<file path="src/rtl/swire_pkg.sv">
package swire_pkg;
    typedef enum logic [2:0] {
        S_IDLE  = 3'd0,
        S_MEAS  = 3'd1,
        S_MSTOP = 3'd2,
        S_WAIT  = 3'd3,
        S_RX    = 3'd4,
        S_GAP   = 3'd5,
        S_TXLO  = 3'd6,
        S_TXHI  = 3'd7
    } state_e;

    localparam int BYTE_W    = 8;
    localparam int STOP_IDX  = 9;
    localparam int SYNC_FALL = 4;  // falls after the first one
endpackage

</file>
<file path="src/rtl/swire_line_sync.sv">
module swire_line_sync (
    input  logic clk,
    input  logic rst_n,
    input  logic line_in,
    output logic line_s,
    output logic fall
);
    logic [2:0] sr_d, sr_q;

    always_comb begin
        sr_d = {sr_q[1:0], line_in};
    end

    always_ff @(posedge clk or negedge rst_n) begin
        if (!rst_n) sr_q <= 3'b111;
        else        sr_q <= sr_d;
    end

    assign line_s = sr_q[1];
    assign fall   = sr_q[2] & ~sr_q[1];
endmodule

</file>
<file path="src/rtl/swire_idle_timer.sv">
module swire_idle_timer #(
    parameter int LIMIT = 2_800_000
) (
    input  logic clk,
    input  logic rst_n,
    input  logic en,
    input  logic clr,
    output logic expired
);
    localparam int TW = $clog2(LIMIT + 1);
    logic [TW-1:0] cnt_d, cnt_q;

    always_comb begin
        cnt_d = cnt_q;
        if (clr || !en)                cnt_d = '0;
        else if (cnt_q != TW'(LIMIT))  cnt_d = cnt_q + TW'(1);
    end

    always_ff @(posedge clk or negedge rst_n) begin
        if (!rst_n) cnt_q <= '0;
        else        cnt_q <= cnt_d;
    end

    assign expired = en && (cnt_q == TW'(LIMIT));
endmodule

</file>
<file path="src/rtl/swire_tx.sv">
module swire_tx #(
    parameter int BIT_W = 15
) (
    input  logic             clk,
    input  logic             rst_n,
    input  logic             start,
    input  logic [7:0]       byte_in,
    input  logic [BIT_W-1:0] bitp,
    output logic             pull,
    output logic             done
);
    typedef struct packed {
        logic             busy;
        logic [BIT_W-1:0] cnt;
        logic [3:0]       idx;
        logic [9:0]       sh;
    } tx_t;

    tx_t r_d, r_q;

    always_comb begin
        r_d = r_q;
        if (start) begin
            r_d.busy = 1'b1;
            r_d.sh   = {1'b1, byte_in, 1'b0};
            r_d.cnt  = bitp - BIT_W'(1);
            r_d.idx  = '0;
        end else if (r_q.busy) begin
            if (r_q.cnt == '0) begin
                if (r_q.idx == 4'(swire_pkg::STOP_IDX)) begin
                    r_d.busy = 1'b0;
                end else begin
                    r_d.idx = r_q.idx + 4'd1;
                    r_d.sh  = {1'b1, r_q.sh[9:1]};
                    r_d.cnt = bitp - BIT_W'(1);
                end
            end else begin
                r_d.cnt = r_q.cnt - BIT_W'(1);
            end
        end
    end

    always_ff @(posedge clk or negedge rst_n) begin
        if (!rst_n) r_q <= '0;
        else        r_q <= r_d;
    end

    assign pull = r_q.busy & ~r_q.sh[0];
    assign done = r_q.busy && (r_q.cnt == '0) && (r_q.idx == 4'(swire_pkg::STOP_IDX));
endmodule

</file>
<file path="src/rtl/swire_regif.sv">
module swire_regif
    import swire_pkg::*;
#(
    parameter int MEAS_W        = 18,
    parameter int TIMEOUT_CYC   = 2_800_000,
    parameter int READ_GAP_BITS = 2,
    parameter int ADDR_W        = 4
) (
    input  logic              clk,
    input  logic              rst_n,
    input  logic              line_in,
    output logic              line_pull,
    output logic              activity,
    output logic [ADDR_W-1:0] reg_addr,
    output logic [15:0]       reg_wdata,
    output logic              reg_we,
    input  logic [15:0]       reg_rdata
);
    localparam int BIT_W = MEAS_W - 3;

    typedef struct packed {
        state_e            st;
        logic [MEAS_W-1:0] meas;
        logic [2:0]        falls;
        logic [BIT_W-1:0]  bitp;
        logic [MEAS_W-1:0] cnt;
        logic [3:0]        idx;
        logic [7:0]        sh;
        logic [1:0]        phase;
        logic [ADDR_W-1:0] addr;
        logic [7:0]        lo;
        logic [15:0]       rdat;
        logic [15:0]       wd;
        logic [7:0]        txb;
        logic              we;
        logic              act;
        logic              go;
    } ctl_t;

    ctl_t r_d, r_q;
    state_e st_w;

    logic line_s, fall, tx_done, tmo_exp, tmr_en;
    logic [BIT_W-1:0]  meas_bp;
    logic [MEAS_W-1:0] half_w, gap_w, stop_w;

    swire_line_sync sync_i (
        .clk(clk), .rst_n(rst_n), .line_in(line_in), .line_s(line_s), .fall(fall)
    );

    assign tmr_en = (r_q.st == S_MEAS) || (r_q.st == S_MSTOP) ||
                    (r_q.st == S_WAIT) || (r_q.st == S_RX);

    swire_idle_timer #(.LIMIT(TIMEOUT_CYC)) tmr_i (
        .clk(clk), .rst_n(rst_n), .en(tmr_en), .clr(r_q.act), .expired(tmo_exp)
    );

    swire_tx #(.BIT_W(BIT_W)) tx_i (
        .clk(clk), .rst_n(rst_n), .start(r_q.go), .byte_in(r_q.txb),
        .bitp(r_q.bitp), .pull(line_pull), .done(tx_done)
    );

    assign meas_bp = r_q.meas[MEAS_W-1:3];
    assign stop_w  = MEAS_W'(meas_bp) + MEAS_W'(meas_bp >> 1) - MEAS_W'(1);
    assign half_w  = MEAS_W'(r_q.bitp >> 1);
    assign gap_w   = half_w + MEAS_W'(READ_GAP_BITS) * MEAS_W'(r_q.bitp) - MEAS_W'(1);

    always_comb begin
        r_d     = r_q;
        r_d.we  = 1'b0;
        r_d.act = 1'b0;
        r_d.go  = 1'b0;
        case (r_q.st)
            S_IDLE: if (fall) begin
                r_d.st    = S_MEAS;
                r_d.meas  = MEAS_W'(1);
                r_d.falls = '0;
            end
            S_MEAS: begin
                r_d.meas = r_q.meas + MEAS_W'(1);
                if (fall) begin
                    r_d.falls = r_q.falls + 3'd1;
                    if (r_q.falls == 3'(SYNC_FALL - 1)) begin
                        r_d.bitp = meas_bp;
                        r_d.cnt  = stop_w;
                        r_d.st   = S_MSTOP;
                    end
                end
            end
            S_MSTOP: begin
                if (r_q.cnt == '0) begin
                    if (line_s) begin
                        r_d.st    = S_WAIT;
                        r_d.phase = '0;
                        r_d.act   = 1'b1;
                    end else begin
                        r_d.st = S_IDLE;
                    end
                end else begin
                    r_d.cnt = r_q.cnt - MEAS_W'(1);
                end
            end
            S_WAIT: if (fall) begin
                r_d.st  = S_RX;
                r_d.cnt = half_w - MEAS_W'(1);
                r_d.idx = '0;
            end
            S_RX: begin
                if (r_q.cnt == '0) begin
                    r_d.cnt = MEAS_W'(r_q.bitp) - MEAS_W'(1);
                    r_d.idx = r_q.idx + 4'd1;
                    if (r_q.idx != 4'd0 && r_q.idx != 4'(STOP_IDX))
                        r_d.sh = {line_s, r_q.sh[7:1]};
                    if (r_q.idx == 4'(STOP_IDX)) begin
                        if (!line_s) begin
                            r_d.st = S_IDLE;
                        end else begin
                            r_d.act = 1'b1;
                            case (r_q.phase)
                                2'd0: begin
                                    r_d.addr = r_q.sh[ADDR_W-1:0];
                                    if (r_q.sh[7]) begin
                                        r_d.st  = S_GAP;
                                        r_d.cnt = gap_w;
                                    end else begin
                                        r_d.st    = S_WAIT;
                                        r_d.phase = 2'd1;
                                    end
                                end
                                2'd1: begin
                                    r_d.lo    = r_q.sh;
                                    r_d.phase = 2'd2;
                                    r_d.st    = S_WAIT;
                                end
                                default: begin
                                    r_d.wd = {r_q.sh, r_q.lo};
                                    r_d.we = 1'b1;
                                    r_d.st = S_IDLE;
                                end
                            endcase
                        end
                    end
                end else begin
                    r_d.cnt = r_q.cnt - MEAS_W'(1);
                end
            end
            S_GAP: begin
                if (r_q.cnt == '0) begin
                    r_d.rdat = reg_rdata;
                    r_d.txb  = reg_rdata[7:0];
                    r_d.go   = 1'b1;
                    r_d.st   = S_TXLO;
                end else begin
                    r_d.cnt = r_q.cnt - MEAS_W'(1);
                end
            end
            S_TXLO: if (tx_done) begin
                r_d.txb = r_q.rdat[15:8];
                r_d.go  = 1'b1;
                r_d.st  = S_TXHI;
            end
            S_TXHI: if (tx_done) r_d.st = S_IDLE;
            default: r_d.st = S_IDLE;
        endcase
        if (tmo_exp) r_d.st = S_IDLE;
    end

    always_ff @(posedge clk or negedge rst_n) begin
        if (!rst_n) r_q <= '0;
        else        r_q <= r_d;
    end

    assign st_w      = r_q.st;
    assign activity  = r_q.act;
    assign reg_we    = r_q.we;
    assign reg_wdata = r_q.wd;
    assign reg_addr  = r_q.addr;
endmodule

</file>
<file path="config.mk">
export PLATFORM = sky130hd
export DESIGN_NAME = swire_regif
export DESIGN_NICKNAME = d
export VERILOG_FILES = /design/src/rtl/swire_pkg.sv /design/src/rtl/swire_line_sync.sv /design/src/rtl/swire_idle_timer.sv /design/src/rtl/swire_tx.sv /design/src/rtl/swire_regif.sv
export SDC_FILE = /design/constraint.sdc
export NUM_CORES = 1
export LEC_CHECK = 0
export ABC_AREA = 0
export BUFFER_PORTS_ARGS = -buffer_cell sky130_fd_sc_hd__buf_2
export CAP_MARGIN = 10
export CELL_PAD_IN_SITES_DETAIL_PLACEMENT = 0
export CELL_PAD_IN_SITES_GLOBAL_PLACEMENT = 1
export CORE_ASPECT_RATIO = 1.5
export CORE_MARGIN = 3
export CORE_UTILIZATION = 45
export DETAILED_ROUTE_END_ITERATION = 12
export GPL_TIMING_DRIVEN = 0
export PLACE_DENSITY_LB_ADDON = 0.1
export REMOVE_ABC_BUFFERS = 1
export SLEW_MARGIN = 5
export SYNTH_ARGS = -nofsm -noshare
export SYNTH_HDL_FRONTEND = slang
export SYNTH_SLANG_ARGS = --single-unit
</file>
<file path="constraint.sdc">
create_clock -name clk -period 7.5 [get_ports clk]
set_clock_uncertainty 0.15 [all_clocks]
set_input_delay 1.5 -clock clk [delete_from_list [all_inputs] [get_ports clk]]
set_output_delay 1.5 -clock clk [all_outputs]
set_load 0.005 [all_outputs]
</file>
==> results of run 1 <==
==> worst max-delay path, delay by kind of cell (launching register included) <==
family                 cells  cell delay (ps)
buffers and inverters      2              780
DFF                        1              680
and+or+nand+nor            5             2100
==> registers in the layout (all words and copies together), names as in the netlist <==
register     flops
r_q             64
tx_i.r_q        30
tmr_i.cnt_q     22
reg_wdata       16
meas_bp         15
half_w          14
reg_addr         4
st_w             3
sync_i.sr_q      3
activity         1
reg_we           1
==> how the worst min path moves through the flow <==
stage                   start              to  depth (start not counted)
4_1_cts        sync_i.sr_q[0]  sync_i.sr_q[1]                          0
3_3_place_gp   sync_i.sr_q[0]  sync_i.sr_q[1]                          0
3_5_place_dp   sync_i.sr_q[0]  sync_i.sr_q[1]                          0
2_1_floorplan  sync_i.sr_q[0]  sync_i.sr_q[1]                          0
5_1_grt        sync_i.sr_q[0]  sync_i.sr_q[1]                          0
6_report       sync_i.sr_q[0]  sync_i.sr_q[1]                          0
==> layout by cell type, fill, tap and decap left out, drive strengths merged, types with 8 or more instances in the layout <==
| master | instances |
|---|---|
| nor3 | 32 |
| xnor2 | 54 |
| nand4 | 20 |
| a211oi | 8 |
| dfrtp | 170 |
| a22o | 8 |
| mux2 | 33 |
| nand2b | 12 |
| nand3 | 52 |
| buf | 45 |
| inv | 118 |
| o22ai | 20 |
| nor2b | 9 |
| nor4 | 11 |
| nand2 | 165 |
| clkbuf | 18 |
| a21oi | 63 |
| o21ai | 75 |
| ha | 89 |
| o21a | 13 |
| nor2 | 103 |
| a22oi | 15 |
| o221ai | 12 |
| xor2 | 33 |
| mux2i | 17 |
| and3 | 8 |
| or3 | 18 |
| a31oi | 9 |
==> power by group through the flow <==
stage	clock network, uW	logic [uW]	registers (uW)
3_3_place_gp	0	866	1210
4_1_cts	946	903	1200
3_5_place_dp	0	899	1210
6_report	924	893	1200
2_1_floorplan	0	666	1170
5_1_grt	984	1010	1220
==> layout make-up <==
| class | count | area [um2] | area share (%) |
|---|---|---|---|
| Clock buffer | 18 | 429 | 3.44 |
| Inverter | 112 | 420 | 3.37 |
| Tap cell | 328 | 410 | 3.29 |
| Sequential cell | 173 | 4330 | 34.7 |
| Timing Repair Buffer | 45 | 284 | 2.28 |
| Clock inverter | 14 | 175 | 1.40 |
| Multi-Input combinational cell | 956 | 6430 | 51.5 |
==> metal layers <==
metal	global-route usage [%]	vias to the layer above	wire [um]
met2	40.1	142	15700
met5	0	-	0
li1	-	4541	-
met4	8.47	0	904
met3	2.65	46	567
met1	25.8	4399	12000
==> cells by family (layout without fill, tap and decap cells) <==
family	count (synthesis)	after routing	synth area share [%]
adder cells (fa/ha/maj)	92	92	10.2
multiplexers	50	50	4.85
flip-flops	173	173	37.7
XOR/XNOR	87	87	6.63
buffers and inverters	175	189	6.48
AO/OA/AOI/OAI	271	271	15.0
AND/OR/NAND/NOR	456	456	19.1
==> through the flow <==
step	utilization [%]	instance area, um2	hold slack [ps]	setup slack (ps)
floorplan	-	11200	195	4400
global placement	46.9	11800	198	1870
detailed placement	47.2	11900	199	3680
CTS	49.6	12500	214	3670
global route	49.6	12500	224	3330
finish	49.6	12500	209	3720
==> results.md, run 1 <==
* Die Span Y at about 200 um
* Netlist Area Pre-Place at 11500 um2
* Die Area at 27500 um2
* Final non-filler cell total at 1646
* CP max stage delay at 830 ps
* Setup TNS at 0 ps
* R2R Setup Slk at about 3700 ps
* Post-synth EDFFs at 0
* Min Tclk post-route at 3780 ps
* Synth cell count leaders: 170 x dfrtp_1, 165 x nand2_1, 110 x inv_1
* DRT Wirelength at about 30000 um
* Min-Delay Path Class: reg2reg
* Cell variety after synth at 77
* Fillcell total at about 2500
* Seq/Total Area, Yosys at between 30% and 40%
* WS Path Type: reg2reg
* IO Pins at 42
* Number of synthesized register bits at 173
* Routed WL per cell at 17.7 um
* Async set-or-reset flop fraction in the synthesized netlist at 100%
* CTS hold repair buffers at 0
* Final setup violation count at 0
* Largest cells by area after synthesis: dfrtp_1 37%, ha_1 9.7%, nand2_1 5.4%
* Leakage at 0.00591 uW
* Max-slew violations at 0
* Critical path arrival at 4000 ps
* Max-Cap Viols at 0
* H-tree lvl count at 4
* Clk buf depth at 2
* Final Total Pwr at roughly 3000 uW
* Cell with the most instances after synthesis: dfrtp_1
* Crit Path Max Fanout at 17
* Row count at 71
* Worst Max-Slew Pin Slew at about 1100 ps
* Starting Density at 45.7%
* Resized Gates After CTS at 0
* RSZ-0062 raised after global routing: false
* CP Capture Type: register
* Dpl hpwl at 22100 um
* Residual DRC at 0
* Relative slew margins at 28.7%
* Vias in the first global route at 9146
* TritonCTS buffer count at 17
* Int Power at slightly below 2000 uW
* PwrDens at about 240 nW/um2
* Initial antenna violation count at 0
* CTS tree: yes
* Top cell type's share of synthesized area at 37.0%
* Final Hold Violating Endpoints at 0
* Via count at roughly 9000
* Final Cycle Share at 50.3%
* Clock transition at path regs at 70 ps
* Gpl congestion at 0.852
* Largest net degree at the start of global routing at 96
* Cell count of the worst reg-to-reg path at 7
* Reg power frac at 39.7%
* CP endpoint: reg_wdata[6]
* Syn Area/Cell at approximately 8.8 um2
* Inst Count DP at 1614
* Postcts setup bufs at 0
* Power share of the clock group at 30.6%
* First-pass GRT wire length at about 48000 um
* Chip width at about 140 um
* Combinational Power Share at 29.6%
* Clk_lat worst skew at 440 ps
* Worst r2r src: st_w[2]
* DRT iter0 DRCs at 461
* GRT Residual Overflow at 0
* F_max at ~260 MHz
* Worst path cell trace: inv_2 > nor3_1 > nor3b_4 > nand4_2 > inv_1 > nand2_1 > nand2_1
* Sw Ratio at 35.5%
* Critical Path Start: st_w[2]
* Largest area contributor in the netlist: dfrtp_1
* Placeable Area at 25100 um2
* Status: complete, no violations
* GRT Total Usage at 22.0%
* Reg-to-reg endpoint: reg_wdata[6]
* CP required at 7730 ps
* Primary FF master, synth: dfrtp_1
* CTS sink count at 173
* Synth warn at 0
* Detailed Routing Iterations Pass 1 at 5
* Area grow syn2layout at 8.62%
* Startpoint Class: register
* Peak supply drop at 0.000192 V
* Fraction of layout instances using a drive strength above 1 at 10.3%
* Most used cell, CP: nand2_1
* DRT antenna net count at 0
* Net Switching at 1070 uW
* I/O Buffers at 41
* Via density at 5.55
* Highest-delay cell along the critical path: nor3b_4
* Cells after synthesis at 1304
* Layout net count at 1416
* N_diodes at 0
* Root buffer cell: clkbuf_16
Power figures use the tool's default switching activity.
==> inputs of run 2 (changes only) <==
==> constraint.sdc (replaced) <==
create_clock -name clk -period 3.5 [get_ports clk]
set_clock_uncertainty 0.15 [all_clocks]
set_input_delay 0.7 -clock clk [delete_from_list [all_inputs] [get_ports clk]]
set_output_delay 0.7 -clock clk [all_outputs]
set_load 0.005 [all_outputs]
==> run 2 against run 1 <==
Net effect:
- setup slack worse by 3600 ps
- die area unchanged
- sequential share of layout area shrank 0.35 points
- count of clock-buffer cells in the layout unchanged
- wire length increased by 0.80%
- first-iteration DRC count decreased by 0.65%
- clock power is 110% higher
==> results.md, run 2 (synthesis results as in run 1) <==
* Status: complete, no violations
* H-tree lvl count at 4 (unchanged)
* Clk_lat worst skew at 440 ps (about the same)
* Min-Delay Path Class: in2async
* CTS tree: yes
* Sw Ratio at 35.5% (about the same)
* RSZ-0062 raised after global routing: false
* Residual DRC at 0 (unchanged)
* Crit Path Max Fanout at 5 (-12)
* I/O Buffers at 41 (unchanged)
* Setup WS post-layout at 148 ps (-3580 ps)
* Final Cycle Share at 95.8% (+45 points)
* CP Capture Type: register
* Power share of the clock group at 30.4% (-0.2 points)
* Leakage at 0.00596 uW (+0.71%)
* Max-Cap Viols at 0 (unchanged)
* Worst Max-Slew Pin Slew at 971 ps (-98.5 ps)
* Reg with most FFs: r_q
* Starting Density at 45.7% (unchanged)
* Die Area at 27500 um2 (unchanged)
* Via density at 5.55 (+0.10%)
* Final Hold Violating Endpoints at 0 (unchanged)
* DRT antenna net count at 0 (unchanged)
* Peak supply drop at 0.000398 V (+110%)
* DRT iter0 DRCs at 458 (-0.65%)
* Startpoint Class: register
* Fillcell total at 2443 (-0.61%)
* Final setup violation count at 0 (unchanged)
* Root buffer cell: clkbuf_16
* IO Pins at 42 (unchanged)
* Relative slew margins at 34.9% (+6.2 points)
* GRT Residual Overflow at 0 (unchanged)
* CTS sink count at 173 (unchanged)
* CP required at 3680 ps (-4050 ps)
* Die Span Y at 202 um (unchanged)
* Most frequent cells in the layout: 165 x nand2_1, 162 x dfrtp_1, 108 x inv_1
* Net Switching at 2310 uW (+120%)
* Largest register FFs at 64 (unchanged)
* Combinational Power Share at 30.0% (+0.4 points)
* Row count at 71 (unchanged)
* Initial antenna violation count at 0 (unchanged)
* Dpl hpwl at 22100 um (unchanged)
* Largest net degree at the start of global routing at 96 (unchanged)
* First-pass GRT wire length at 48000 um (about the same)
* Routed WL per cell at 17.8 um (+0.19%)
* Clock transition at path regs at 70 ps (about the same)
* Fraction of layout instances using a drive strength above 1 at 12.6% (+2.3 points)
* F_max at 298 MHz (+13%)
* Reg power frac at 39.5% (-0.2 points)
* Critical path arrival at 3530 ps (-470 ps)
* Dpl ws at -319 ps (-4000 ps)
* CTS hold repair buffers at 0 (unchanged)
* Gpl congestion at 0.852 (unchanged)
* PwrDens at 514 nW/um2 (+110%)
* Via count at 9193 (+0.71%)
* Final core utilization at 50.3% (+0.62 points)
* Most common cell after layout, fill and taps aside: nand2_1
* Chip width at 136 um (unchanged)
* WS Path Type: reg2reg
* Clk buf depth at 2 (unchanged)
* Int Power at 4190 uW (+120%)
* Cell count of the worst reg-to-reg path at 14 (+7)
* Area grow syn2layout at 9.97%
* GRT Total Usage at 22.0% (about the same)
* Placeable Area at 25100 um2 (unchanged)
* Setup TNS at 0 ps (unchanged)
* Detailed Routing Iterations Pass 1 at 7 (+2)
* Inst Count DP at 1614 (unchanged)
* Layout net count at 1426 (+0.71%)
* Vias in the first global route at 9129 (-0.19%)
* DRT Wirelength at 29400 um (+0.80%)
* Max-slew violations at 0 (unchanged)
* N_diodes at 0 (unchanged)
* Min Tclk post-route at 3350 ps (-423 ps)
* Largest regs: r_q (64), tx_i.r_q (30), tmr_i.cnt_q (22)
* TritonCTS buffer count at 17 (unchanged)
* Final non-filler cell total at 1656 (+0.61%)
-- run 2: routing by layer --
metal / up-vias / global-route usage [%] / wire (um)
met3: 42 / 2.65 / 629
met5: - / 0 / 0
met4: 0 / 7.78 / 814
met1: 4468 / 25.8 / 12100
met2: 127 / 40.4 / 15900
li1: 4556 / - / -
-- run 2: through the flow --
| stage | instance area [um2] | total power [uW] | hold slack, ps |
|---|---|---|---|
| finish | 12600 | 6500 | 83.9 |
| CTS | 12500 | 6530 | 116 |
| global route | 12600 | 6920 | 130 |
| floorplan | 11200 | 3940 | 195 |
| global placement | 11800 | 4450 | 198 |
| detailed placement | 11900 | 4520 | 199 |
-- run 2: cell type report --
class,instances,area (um2),share of cell area (%)
multi-input cells,956,6500,51.4
clock inverters,14,175,1.39
clock buffers,18,429,3.40
flip-flops and latches,173,4340,34.4
repair buffers,55,359,2.84
inverters,112,424,3.36
well taps,328,410,3.25
-- run 2: critical path, cell delays in order, from the launching register on --
cell and delay (ps):
dfrtp_2 490, inv_2 110, ha_1 280, inv_1 50, ha_1 190, inv_1 70, fa_1 400, nor2b_1 160
o31a_1 240, a211o_1 220, and2_4 180, xor2_2 80, a311oi_2 330, o221ai_1 150, o21a_1 140
-- run 2: power by group through the flow --
stage / Sequential (uW) / Combinational (uW) / Clock (uW)
2_1_floorplan: 2510 / 1430 / 0
3_3_place_gp: 2590 / 1850 / 0
3_5_place_dp: 2600 / 1930 / 0
4_1_cts: 2560 / 1940 / 2030
5_1_grt: 2610 / 2200 / 2110
6_report: 2570 / 1950 / 1980
-- run 2: timing repair --
action | in CTS | in global routing
pin swaps | 0 | 3
gates resized for setup | 7 | 17
buffers inserted | 2 | 8
setup endpoints to repair | 31 | 25
-- run 2: path summary, 6_finish.rpt --
path | to | start | slack (ps)
worst min register to register | sync_i.sr_q[1] | sync_i.sr_q[0] | 210
worst max register to register | r_q[82] | half_w[1] | 150
worst max-delay path | r_q[82] | half_w[1] | 150
max in group asynchronous | half_w[1] | rst_n | 2170
worst min-delay path | tmr_i.cnt_q[13] | rst_n | 80
min in group clk | sync_i.sr_q[1] | sync_i.sr_q[0] | 210
